**config.mk**
```make
export PLATFORM = sky130hd
export DESIGN_NAME = irq_aggregator
export DESIGN_NICKNAME = d
export VERILOG_FILES = /design/src/rtl/irq_aggregator.sv
export SDC_FILE = /design/constraint.sdc
export NUM_CORES = 1
export LEC_CHECK = 0
export ABC_AREA = 1
export CAP_MARGIN = 10
export CORE_UTILIZATION = 55
export CTS_BUF_LIST = sky130_fd_sc_hd__clkbuf_16
export CTS_CLUSTER_DIAMETER = 200
export CTS_CLUSTER_SIZE = 12
export DETAILED_ROUTE_END_ITERATION = 12
export DONT_BUFFER_PORTS = 1
export PLACE_DENSITY = 0.79
export REMOVE_ABC_BUFFERS = 1
export SKIP_CTS_REPAIR_TIMING = 1
export SLEW_MARGIN = 15
export SYNTH_ARGS = -nofsm -noshare
export SYNTH_HDL_FRONTEND = slang
export SYNTH_SLANG_ARGS = --single-unit
```
**constraint.sdc**
```tcl
create_clock -name clk -period 1.99 [get_ports clk]
set_clock_uncertainty 0.05 [all_clocks]
set_input_delay 0.0995 -clock clk [delete_from_list [all_inputs] [get_ports clk]]
set_output_delay 0.0995 -clock clk [all_outputs]
set_load 0.02 [all_outputs]
```
**src/rtl/irq_aggregator.sv**
```systemverilog
module irq_aggregator #(
  parameter int NUM_SRC = 8,
  parameter int ADDR_W = 8,
  parameter int DATA_W = 32,
  parameter int GIE_BIT = 31,
  parameter logic [ADDR_W-1:0] OFS_GIE = 8'h1C,
  parameter logic [ADDR_W-1:0] OFS_STS = 8'h20,
  parameter logic [ADDR_W-1:0] OFS_ENA = 8'h28,
  parameter logic [ADDR_W-1:0] OFS_RST = 8'h40,
  parameter logic [DATA_W-1:0] RESET_KEY = 32'h0000_000A
) (
  input  logic              clk,
  input  logic              rst_n,
  input  logic              bus_wr,
  input  logic [ADDR_W-1:0] bus_addr,
  input  logic [DATA_W-1:0] bus_wdata,
  output logic [DATA_W-1:0] bus_rdata,
  input  logic [NUM_SRC-1:0] event_in,
  output logic              irq,
  output logic              core_rst_pulse
);

  logic [NUM_SRC-1:0] status_q, enable_q;
  logic gie_q, pulse_q;

  wire wr_gie = bus_wr && (bus_addr == OFS_GIE);
  wire wr_sts = bus_wr && (bus_addr == OFS_STS);
  wire wr_ena = bus_wr && (bus_addr == OFS_ENA);
  wire key_hit = bus_wr && (bus_addr == OFS_RST) && (bus_wdata == RESET_KEY);

  wire [NUM_SRC-1:0] clr_mask = wr_sts ? bus_wdata[NUM_SRC-1:0] : '0;

  always_ff @(posedge clk or negedge rst_n) begin
    if (!rst_n) begin
      status_q <= '0;
      enable_q <= '0;
      gie_q    <= 1'b0;
    end else if (key_hit) begin
      status_q <= '0;
      enable_q <= '0;
      gie_q    <= 1'b0;
    end else begin
      status_q <= (status_q & ~clr_mask) | event_in;
      if (wr_ena) enable_q <= bus_wdata[NUM_SRC-1:0];
      if (wr_gie) gie_q <= bus_wdata[GIE_BIT];
    end
  end

  always_ff @(posedge clk or negedge rst_n) begin
    if (!rst_n) pulse_q <= 1'b0;
    else        pulse_q <= key_hit;
  end

  always_comb begin
    bus_rdata = '0;
    unique case (bus_addr)
      OFS_GIE: bus_rdata[GIE_BIT] = gie_q;
      OFS_STS: bus_rdata[NUM_SRC-1:0] = status_q;
      OFS_ENA: bus_rdata[NUM_SRC-1:0] = enable_q;
      default: bus_rdata = '0;
    endcase
  end

  assign irq = gie_q & (|(status_q & enable_q));
  assign core_rst_pulse = pulse_q;

endmodule

```
==> metrics.txt, run 1 <==
status finished, violations left; violated checks DRC, hold timing; CP Data Arrival Time between 1 and 1.5 ns; first-pass GRT wire length 5320 µm; Max-Cap Viols 0; Final Hold Violating Endpoints 5; Yosys top cell by area dfrtp_1; post-route setup slack between 0.5 and 0.6 ns; distinct cell type count after synthesis 24; RSZ-0062 raised after global routing no; syn_area_per_cell ~6.4 µm²; CP Class flip-flop to output port; first drt pass iteration count 10; Initial DRC Count roughly 60; Top FF cell, synth dfrtp_1; Least-Margin Pin Slew 0.853 ns; most frequent cell after synthesis nand2_1; Final TNS setup 0 ns; via count about 1,400; CTS tree built; DP HPWL between 2000 and 3000 µm; worst skew pair latency approximately 0.25 ns; leakage power a little under 1 nW; Yosys Warn Count 0; Worst Hold Class primary input to flip-flop; die extent in x 57.4 µm; fraction of registers with async set/reset 100%; flop2flop setup slack about 1.2 ns; share of layout cells above drive strength 1 a little under an eighth; area delta synth->final 4.08%; Worst Path Required about 1.8 ns; pwr dens ~530 nW/µm²; io pins between 80 and 90; full die area 3290 µm²; CTS clk-pin slew, worst paths around 0.050 ns; Fmax achieved between 600 and 700 MHz; top post-synthesis cells by count 70 x nand2_1, 50 x inv_1, 34 x nor2_1; critical path, cell by cell inv_1, o22ai_1, nor2_1, a21oi_1; Synth Cell Area 1690 µm²; slowest cell on the critical path a21oi_1; clock sinks 18; routed length per instance 11.2 µm; EDFF count, synth 0; peak supply drop approximately 0.55 mV; area of the core roughly 2800 µm²; Rows 19; register bit count reported by yosys 18; Vias per Instance 4.78; Initial Util 59.6%; DRT antenna net count 0; GP Congestion between 0.8 and 0.9; Global Route Usage Sum between 20% and 30%; nets ~320; Max Buffers Root-to-Sink 2; PortBufs 0; initial antenna violation count 0; Post-Synthesis Cells about 260; Root Buffer clkbuf_16; Tcrit/Tclk final between 70% and 80%; pin count of the biggest net entering global routing 21; Area contributors post-synth dfrtp_1 27%, nand2_1 16%, inv_1 11%, buf_4 11%, nor2_1 7.6%; Max FO, Critical Path 2; relative slew slack 42.9%; Max H-tree Level 1; Die Span Y 57.4 µm; Congestion Overflow GR 0; Crit path largest cell delay about 0.4 ns; Max Slew Vio Count 0; dpl ws between 0.7 and 0.8 ns; vias in the first global route approximately 1,200; Final setup viols 0; crit end category output port; final WL 3380 µm; filler cell count around 280; DRC violations left 4; minimum clock period roughly 1.4 ns; post-synthesis sequential area ratio 26.7%; ANT cells 0; Yosys top cell area share a little over a quarter; startpoint types flip-flop; total CTS buffers 3; smallest hold slack -0.0292 ns
[layout by cell type, fill, tap and decap left out]
cell type	n
nand4_1	11
nor3_1	2
a22o_1	2
nor2b_1	1
nor2_4	2
inv_1	50
nor4_1	2
nor2_2	12
nand3b_2	1
nor2_8	1
clkinv_1	1
nand3_1	10
a21oi_1	1
o22ai_1	6
nand3_2	7
nand2_1	70
nand2_2	3
inv_2	1
dlygate4sd3_1	8
buf_4	1
clkbuf_16	3
conb_1	23
dfrtp_1	18
nor2_1	34
o21ai_0	1
[metal layers]
metal  share of wire [%]  up-vias  routed length, µm  track usage [%]
li1                    -      771                  -                -
met3                 8.0        2                269             7.48
met2                  49       50               1640             36.0
met1                  43      622               1440             25.8
met4                0.62        0                 21             3.14
met5                   0        -                  0                0
[final cells by class]
class / instances / area [µm²] / share of cell area [%]
Timing Repair Buffer: 9 / 87.6 / 4.99
Clock buffer: 3 / 75.1 / 4.28
Inverter: 51 / 191 / 10.9
Sequential cell: 18 / 450 / 25.7
Multi-Input combinational cell: 189 / 907 / 51.7
Clock inverter: 1 / 3.75 / 0.214
Tap cell: 31 / 38.8 / 2.21
[metrics by stage]
stage / area (µm²) / power, mW / utilization, % / hold slack [ns] / instances
after floorplan: 1550 / 0.489 / - / -0.246 / 258
after global placement: 1600 / 0.500 / 56.4 / -0.246 / 290
after detailed placement: 1600 / 0.502 / 56.4 / -0.246 / 290
after CTS: 1670 / 0.905 / 59.2 / -0.512 / 294
after global routing: 1750 / 0.964 / 62.0 / 0.000183 / 302
final: 1750 / 0.922 / 62.0 / -0.0292 / 302
[flip-flops by register name, indices dropped and copies added (netlist names)]
signal	count
core_rst_pulse	1
enable_q	8
gie_q	1
status_q	8
[path summary, 6_finish.rpt]
| kind | from | end | depth (start not counted) |
|---|---|---|---|
| max | status_q[6] | irq | 4 |
| max reg2reg | enable_q[3] | enable_q[3] | 4 |
| min reg2reg | status_q[0] | status_q[0] | 4 |
| max in group asynchronous | rst_n | status_q[3] | 1 |
| min in group asynchronous | rst_n | enable_q[6] | 1 |
| min | event_in[6] | status_q[6] | 4 |
[cell families after synthesis]
kind of cell / synth area share (%)
compound gates: 3.86
other cells: 0.223
buf+inv: 24.3
simple gates: 44.8
flops: 26.7
[critical path: cells and delay by family, from the launching register on]
kind / cells / cell delay (ns)
AO/OA/AOI/OAI: 2 / 0.56
buffers and inverters: 1 / 0.06
flip-flops: 1 / 0.35
AND/OR/NAND/NOR: 1 / 0.06
[power by group]
part / total, mW / switching (mW) / internal (mW)
combinational: 0.133 / 0.0938 / 0.0396
sequential: 0.381 / 0.00579 / 0.375
clock: 0.407 / 0.140 / 0.267
total: 0.922 / 0.240 / 0.682
Note: power is estimated with default switching activity, not from simulation.
==> run 2: changes to the inputs <==
ABC_AREA = 0   (was 1)
clock period = 1.4 ns   (was 1.99 ns; I/O delays follow)
==> run 2 against run 1 <==
Effect of this change: the run now ends clean; via count is 1.3% lower; clock power grew 40%; global-route usage is 7.7 points higher; final cell count is 31% lower; routed wire length rose by 24%; power increased by 47%; flip-flop and latch count is the same; core utilization up 7.9 points; non-clock buffer count grew 25; worst hold slack gained 0.065 ns; first-iteration DRC count is 120% higher; synthesized cell count is 42% lower; critical path type is now primary input to output port; critical endpoint is now bus_rdata[1]; largest cell class unchanged.
==> metrics.txt, run 2 <==
status completed (was finished, violations left); worst reg2reg endpoint gie_q (was enable_q[3]); pwr dens 783 nW/µm² (was 526 nW/µm²); Worst setup startpoint bus_addr[4] (was status_q[6]); fraction of registers with async set/reset 100% (unchanged); most frequent cell after synthesis buf_4 (was nand2_1); Worst Path Required 1.28 ns (was 1.84 ns); Initial DRC Count 128 (was 59); most frequent cells in the layout 23 x conb_1, 19 x inv_1, 19 x dlygate4sd3_1 (was 70 x nand2_1, 50 x inv_1, 34 x nor2_1); slowest cell on the critical path or4b_4 (was a21oi_1); nets 230 (was 323); DRT antenna net count 0 (unchanged); area of the core 2480 µm² (was 2830 µm²); Rows 18 (was 19); Die Span Y 53.3 µm (was 57.4 µm); most common cell after layout, fill and taps aside conb_1 (was nand2_1); vias in the first global route 1,197 (was 1,231); Max Slew Vio Count 0 (unchanged); leakage power 0.743 nW (was 0.962 nW); Max FO, Critical Path 5 (was 2); Max Buffers Root-to-Sink 2 (unchanged); Worst setup endpoint bus_rdata[1] (was irq); placed cell count 185 (was 290); top flop regs enable_q (8), status_q (8) (unchanged); fin cells 207 (was 302); Initial Util 58.5% (was 59.6%); dpl ws -0.161 ns (was 0.784 ns); Final setup viols 0 (unchanged); Yosys top cell by area dfrtp_1 (unchanged); CP Data Arrival Time 1.25 ns (was 1.29 ns); top post-synthesis cells by count 23 x buf_4, 19 x inv_1, 18 x dfrtp_1 (was 70 x nand2_1, 50 x inv_1, 34 x nor2_1); total placed instance area 1450 µm² (was 1600 µm²); flop2flop setup slack 0.51 ns (was 1.20 ns); Worst Hold Class primary input to flip-flop (unchanged); Top FF cell, synth dfrtp_1 (unchanged); Final Hold Violating Endpoints 0 (was 5); min-delay src bus_addr[6] (was event_in[6]); Max-Cap Viols 0 (unchanged); Least-Margin Pin Slew 0.856 ns (was 0.853 ns); area delta synth->final 19.5% (was 4.08%); Post-Synthesis Cells 153 (was 264); full die area 2840 µm² (was 3290 µm²); PortBufs 0 (unchanged); DP HPWL 2760 µm (was 2650 µm); Fmax achieved about 730 MHz; Tcrit/Tclk final just under 100%; R2R cell count 3 (was 4); CP Class primary input to output port (was flip-flop to output port); total CTS buffers 3 (unchanged); first drt pass iteration count 5 (was 10); Congestion Overflow GR 0 (unchanged); startpoint types primary input (was flip-flop); ANT cells 0 (unchanged); Root Buffer clkbuf_16 (unchanged); Max H-tree Level 1 (unchanged); fin area 1730 µm² (was 1750 µm²); distinct cell type count after synthesis 30 (was 24); clock sinks 18 (unchanged); crit end category output port (unchanged); Worst path depth 4 (unchanged); share of layout cells above drive strength 1 17.5% (was 11.4%); CTS tree built (unchanged); Synth Cell Area 1450 µm² (was 1690 µm²); Crit path largest cell delay 0.58 ns (was 0.41 ns); Global Route Usage Sum 28.7% (was 21.0%); total power 1.36 mW (was 922 µW); initial antenna violation count 0 (unchanged); Largest delay share family, worst path simple AND/OR/NAND/NOR gates (was compound AO/OA/AOI/OAI gates); CTS clk-pin slew, worst paths 0.05 ns (about the same); worst skew pair latency 0.25 ns (about the same); Vias per Instance 6.89 (was 4.78); pin count of the biggest net entering global routing 19 (was 21); syn_area_per_cell 9.47 µm² (was 6.38 µm²); relative slew slack 42.7% (was 42.9%); peak supply drop 0.629 mV (was 0.554 mV); GP Congestion 0.907 (was 0.834); minimum clock period 1.37 ns; critical path, cell by cell or4b_4, nor3_4, buf_4, a22o_1 (was inv_1, o22ai_1, nor2_1, a21oi_1); first-pass GRT wire length 5700 µm (was 5320 µm); via count 1,426 (was 1,445); die extent in x 53.3 µm (was 57.4 µm); Yosys Warn Count 0 (unchanged); EDFF count, synth 0 (unchanged); post-route setup slack 0.0258 ns (was 0.554 ns); Yosys top cell area share 31.1% (was 26.7%); FF-to-FF Start gie_q (was enable_q[3]); DRC violations left 0 (was 4); final WL 4200 µm (was 3380 µm); post-synthesis sequential area ratio 31.1% (was 26.7%); io pins 85 (unchanged); register bit count reported by yosys 18 (unchanged); Area contributors post-synth dfrtp_1 31%, buf_4 12%, a32oi_1 10%, inv_1 4.9%, a22o_1 4.8% (was dfrtp_1 27%, nand2_1 16%, inv_1 11%, buf_4 11%, nor2_1 7.6%); CP bufs+invs 1 (unchanged); routed length per instance 20.3 µm (was 11.2 µm)
run 2: cell types whose count changed after synthesis, sizes merged, moves of 8 or more:
| cell | delta |
|---|---|
| nand3 | -17 |
| a32oi | +17 |
| inv | -32 |
| o31ai | +8 |
| nand2 | -73 |
| o41ai | +8 |
| nor2 | -49 |
run 2: cell families (layout without fill, tap and decap cells):
| family | count (synthesis) | count (layout) | share of synthesized area, % |
|---|---|---|---|
| buffers and inverters | 54 | 56 | 21.6 |
| DFF | 18 | 18 | 31.1 |
| other | 1 | 23 | 0.259 |
| AOI/OAI and AO/OA | 47 | 47 | 27.4 |
| and+or+nand+nor | 33 | 33 | 19.7 |
run 2: cell type report:
class | count | area [µm²]
multi-input cells | 103 | 782
fillers | 193 | 746
flip-flops and latches | 18 | 450
repair buffers | 34 | 315
clock buffers | 3 | 75.1
inverters | 19 | 71.3
well taps | 30 | 37.5
run 2: worst min-delay path by stage:
stage	endpoint	cells past startpoint
after floorplan	core_rst_pulse	0
after global placement	status_q[4]	0
after detailed placement	status_q[4]	0
after CTS	status_q[7]	0
after global routing	enable_q[4]	2
final	gie_q	3
run 2: metrics by stage:
stage | utilization, % | setup TNS, ns | hold slack (ns)
after global placement | 58.6 | -1.33 | -0.275
after floorplan | - | -4.18 | -0.276
after global routing | 69.9 | -0.00548 | 0.0320
after detailed placement | 58.6 | -1.91 | -0.275
after CTS | 61.7 | -0.539 | -0.538
final | 69.9 | 0 | 0.0363
run 2: power by group:
part / switching (mW) / leakage, nW / internal, mW
combinational: 0.147 / 0.503 / 0.0934
clock: 0.192 / 0.0370 / 0.376
sequential: 0.0119 / 0.204 / 0.535
total: 0.352 / 0.743 / 1.00
run 2: per-layer routing:
metal	vias up	wire (µm)	GRT usage (%)
met4	0	125	12.7
met2	154	2130	51.0
li1	615	-	-
met5	-	0	0
met1	637	1480	33.2
met3	20	460	4.31
run 2: worst register-to-register path, cell delays in order, from the launching register on:
cell	delay (ns)
dfrtp_1	0.32
inv_1	0.06
a31o_2	0.21
a32oi_1	0.16
==> run 3: changes to the inputs <==
CORE_ASPECT_RATIO = 1.5   (was unset)
==> run 3 against run 2 <==
Effect of this change: the run now ends with DRC, hold timing, setup timing left; via count rose by 4.7%; register-to-register slack got worse by 0.02 ns; count of clock-buffer cells in the layout unchanged; first-iteration DRC count down 16%; critical path depth increased by 2; flip-flop and latch count is the same.
==> metrics.txt, run 3 (same netlist as run 2, synthesis figures left out) <==
Final Hold Violating Endpoints 1 (was 0); worst skew pair latency 0.25 ns (about the same); nets 232 (was 230); status finished, violations left (was completed); io pins 85 (unchanged); clock sinks 18 (unchanged); worst reg2reg endpoint gie_q (unchanged); vias in the first global route 1,303 (was 1,197); CTS clk-pin slew, worst paths 0.05 ns (about the same); Max H-tree Level 1 (unchanged); DRT antenna net count 0 (unchanged); pwr dens 749 nW/µm² (was 783 nW/µm²); crit end category flip-flop (was output port); Initial DRC Count 107 (was 128); most frequent cells in the layout 23 x conb_1, 19 x inv_1, 19 x dlygate4sd3_1 (unchanged); peak supply drop 0.499 mV (was 0.629 mV); placed cell count 179 (was 185); startpoint types primary input (unchanged); die extent in x 43.9 µm (was 53.3 µm); Final setup viols 9 (was 0); PortBufs 0 (unchanged); FF-to-FF Start gie_q (unchanged); Hold Path End gie_q (unchanged); pin count of the biggest net entering global routing 19 (unchanged); leakage power 0.790 nW (was 0.743 nW); relative slew slack 42.3% (was 42.7%); Global Route Usage Sum 28.2% (was 28.7%); Worst Hold Class primary input to flip-flop (unchanged); minimum clock period 1.46 ns (was 1.37 ns); CP Class primary input to flip-flop (was primary input to output port); CP Data Arrival Time 1.51 ns (was 1.25 ns); violated checks DRC, hold timing, setup timing; Least-Margin Pin Slew 0.862 ns (was 0.856 ns); smallest hold slack -0.00193 ns (was 0.0363 ns); Worst Path Required 1.45 ns (was 1.28 ns); Max Slew Vio Count 0 (unchanged); routed length per instance 21.7 µm (was 20.3 µm); Worst setup startpoint bus_addr[4] (unchanged); Root Buffer clkbuf_16 (unchanged); area of the core 2480 µm² (unchanged); Fmax achieved 687 MHz (was 728 MHz); Congestion Overflow GR 0 (unchanged); total CTS buffers 3 (unchanged); via count 1,493 (was 1,426); Tcrit/Tclk final 104% (was 98.2%); Finished Core Util 73.4% (was 69.9%); Vias per Instance 7.32 (was 6.89); area delta synth->final 25.6% (was 19.5%); Max-Cap Viols 0 (unchanged); full die area 2850 µm² (was 2840 µm²); final WL 4440 µm (was 4200 µm); RSZ-0062 raised after global routing yes; GP Congestion 0.876 (was 0.907); DRC violations left 5 (was 0); first-pass GRT wire length 6060 µm (was 5700 µm); hold depth 2 (was 3); Initial Util 58.5% (unchanged); Rows 22 (was 18); Die Span Y 64.9 µm (was 53.3 µm); DP HPWL 2800 µm (was 2760 µm); top flop regs enable_q (8), status_q (8) (unchanged); flop2flop setup slack 0.49 ns (was 0.51 ns); CTS tree built (unchanged); Max FO, Critical Path 8 (was 5); R2R cell count 3 (unchanged); total power 1.36 mW (about the same); first drt pass iteration count 13 (was 5); most common cell after layout, fill and taps aside conb_1 (unchanged); ANT cells 0 (unchanged); share of layout cells above drive strength 1 20.6% (was 17.5%); min-delay src bus_addr[4] (was bus_addr[6]); fin cells 204 (was 207); post-route setup slack -0.0560 ns (was 0.0258 ns); Max Buffers Root-to-Sink 2 (unchanged); initial antenna violation count 0 (unchanged)
-- run 3: cell count changes in the layout (fill, tap and decap cells not counted) --
cell	before	now
a22o_4	0	8
buf_6	0	3
buf_4	14	13
clkinv_1	0	1
a22o_2	4	0
a22o_1	4	0
-- run 3: final cells by class --
class	count	area [µm²]
fillers	157	658
clock buffers	3	75.1
repair buffers	36	342
clock inverters	1	3.75
inverters	19	71.3
flip-flops and latches	18	450
multi-input cells	103	847
well taps	24	30.0
-- run 3: worst max-delay path by stage --
stage	slack [ns]	end	cells after the start
after CTS	-0.07	bus_rdata[6]	5
after global routing	-0.14	status_q[5]	6
after detailed placement	-0.07	status_q[5]	5
after global placement	-0.06	bus_rdata[6]	5
final	-0.06	status_q[5]	6
after floorplan	-0.19	bus_rdata[0]	3
-- run 3: report_power, final --
group / switching (mW) / total [mW] / internal (mW) / leakage (nW)
clock network: 0.189 / 0.568 / 0.379 / 0.0385
logic: 0.152 / 0.247 / 0.0956 / 0.548
registers: 0.0135 / 0.548 / 0.534 / 0.204
-- run 3: worst max-delay path, stage by stage --
cell,delay (ns)
or4b_4,0.52
buf_6,0.16
buf_4,0.13
buf_4,0.15
o41ai_1,0.39
a32oi_1,0.09
-- run 3: routing by layer --
layer | up-vias | global-route usage, % | routed length [µm]
met3 | 19 | 5.57 | 559
met1 | 711 | 33.2 | 1540
met4 | 0 | 10.2 | 142
met2 | 149 | 49.4 | 2200
li1 | 614 | - | -
met5 | - | 0 | 0
-- run 3: stage by stage --
step	worst slack (ns)	setup TNS (ns)	area (µm²)	hold slack, ns
2_1_floorplan	-0.193	-4.18	1290	-0.276
3_3_place_gp	-0.0618	-0.644	1450	-0.275
3_5_place_dp	-0.0718	-1.04	1450	-0.275
4_1_cts	-0.0743	-0.479	1520	-0.538
5_1_grt	-0.143	-0.535	1820	0.000783
6_report	-0.0560	-0.417	1820	-0.00193
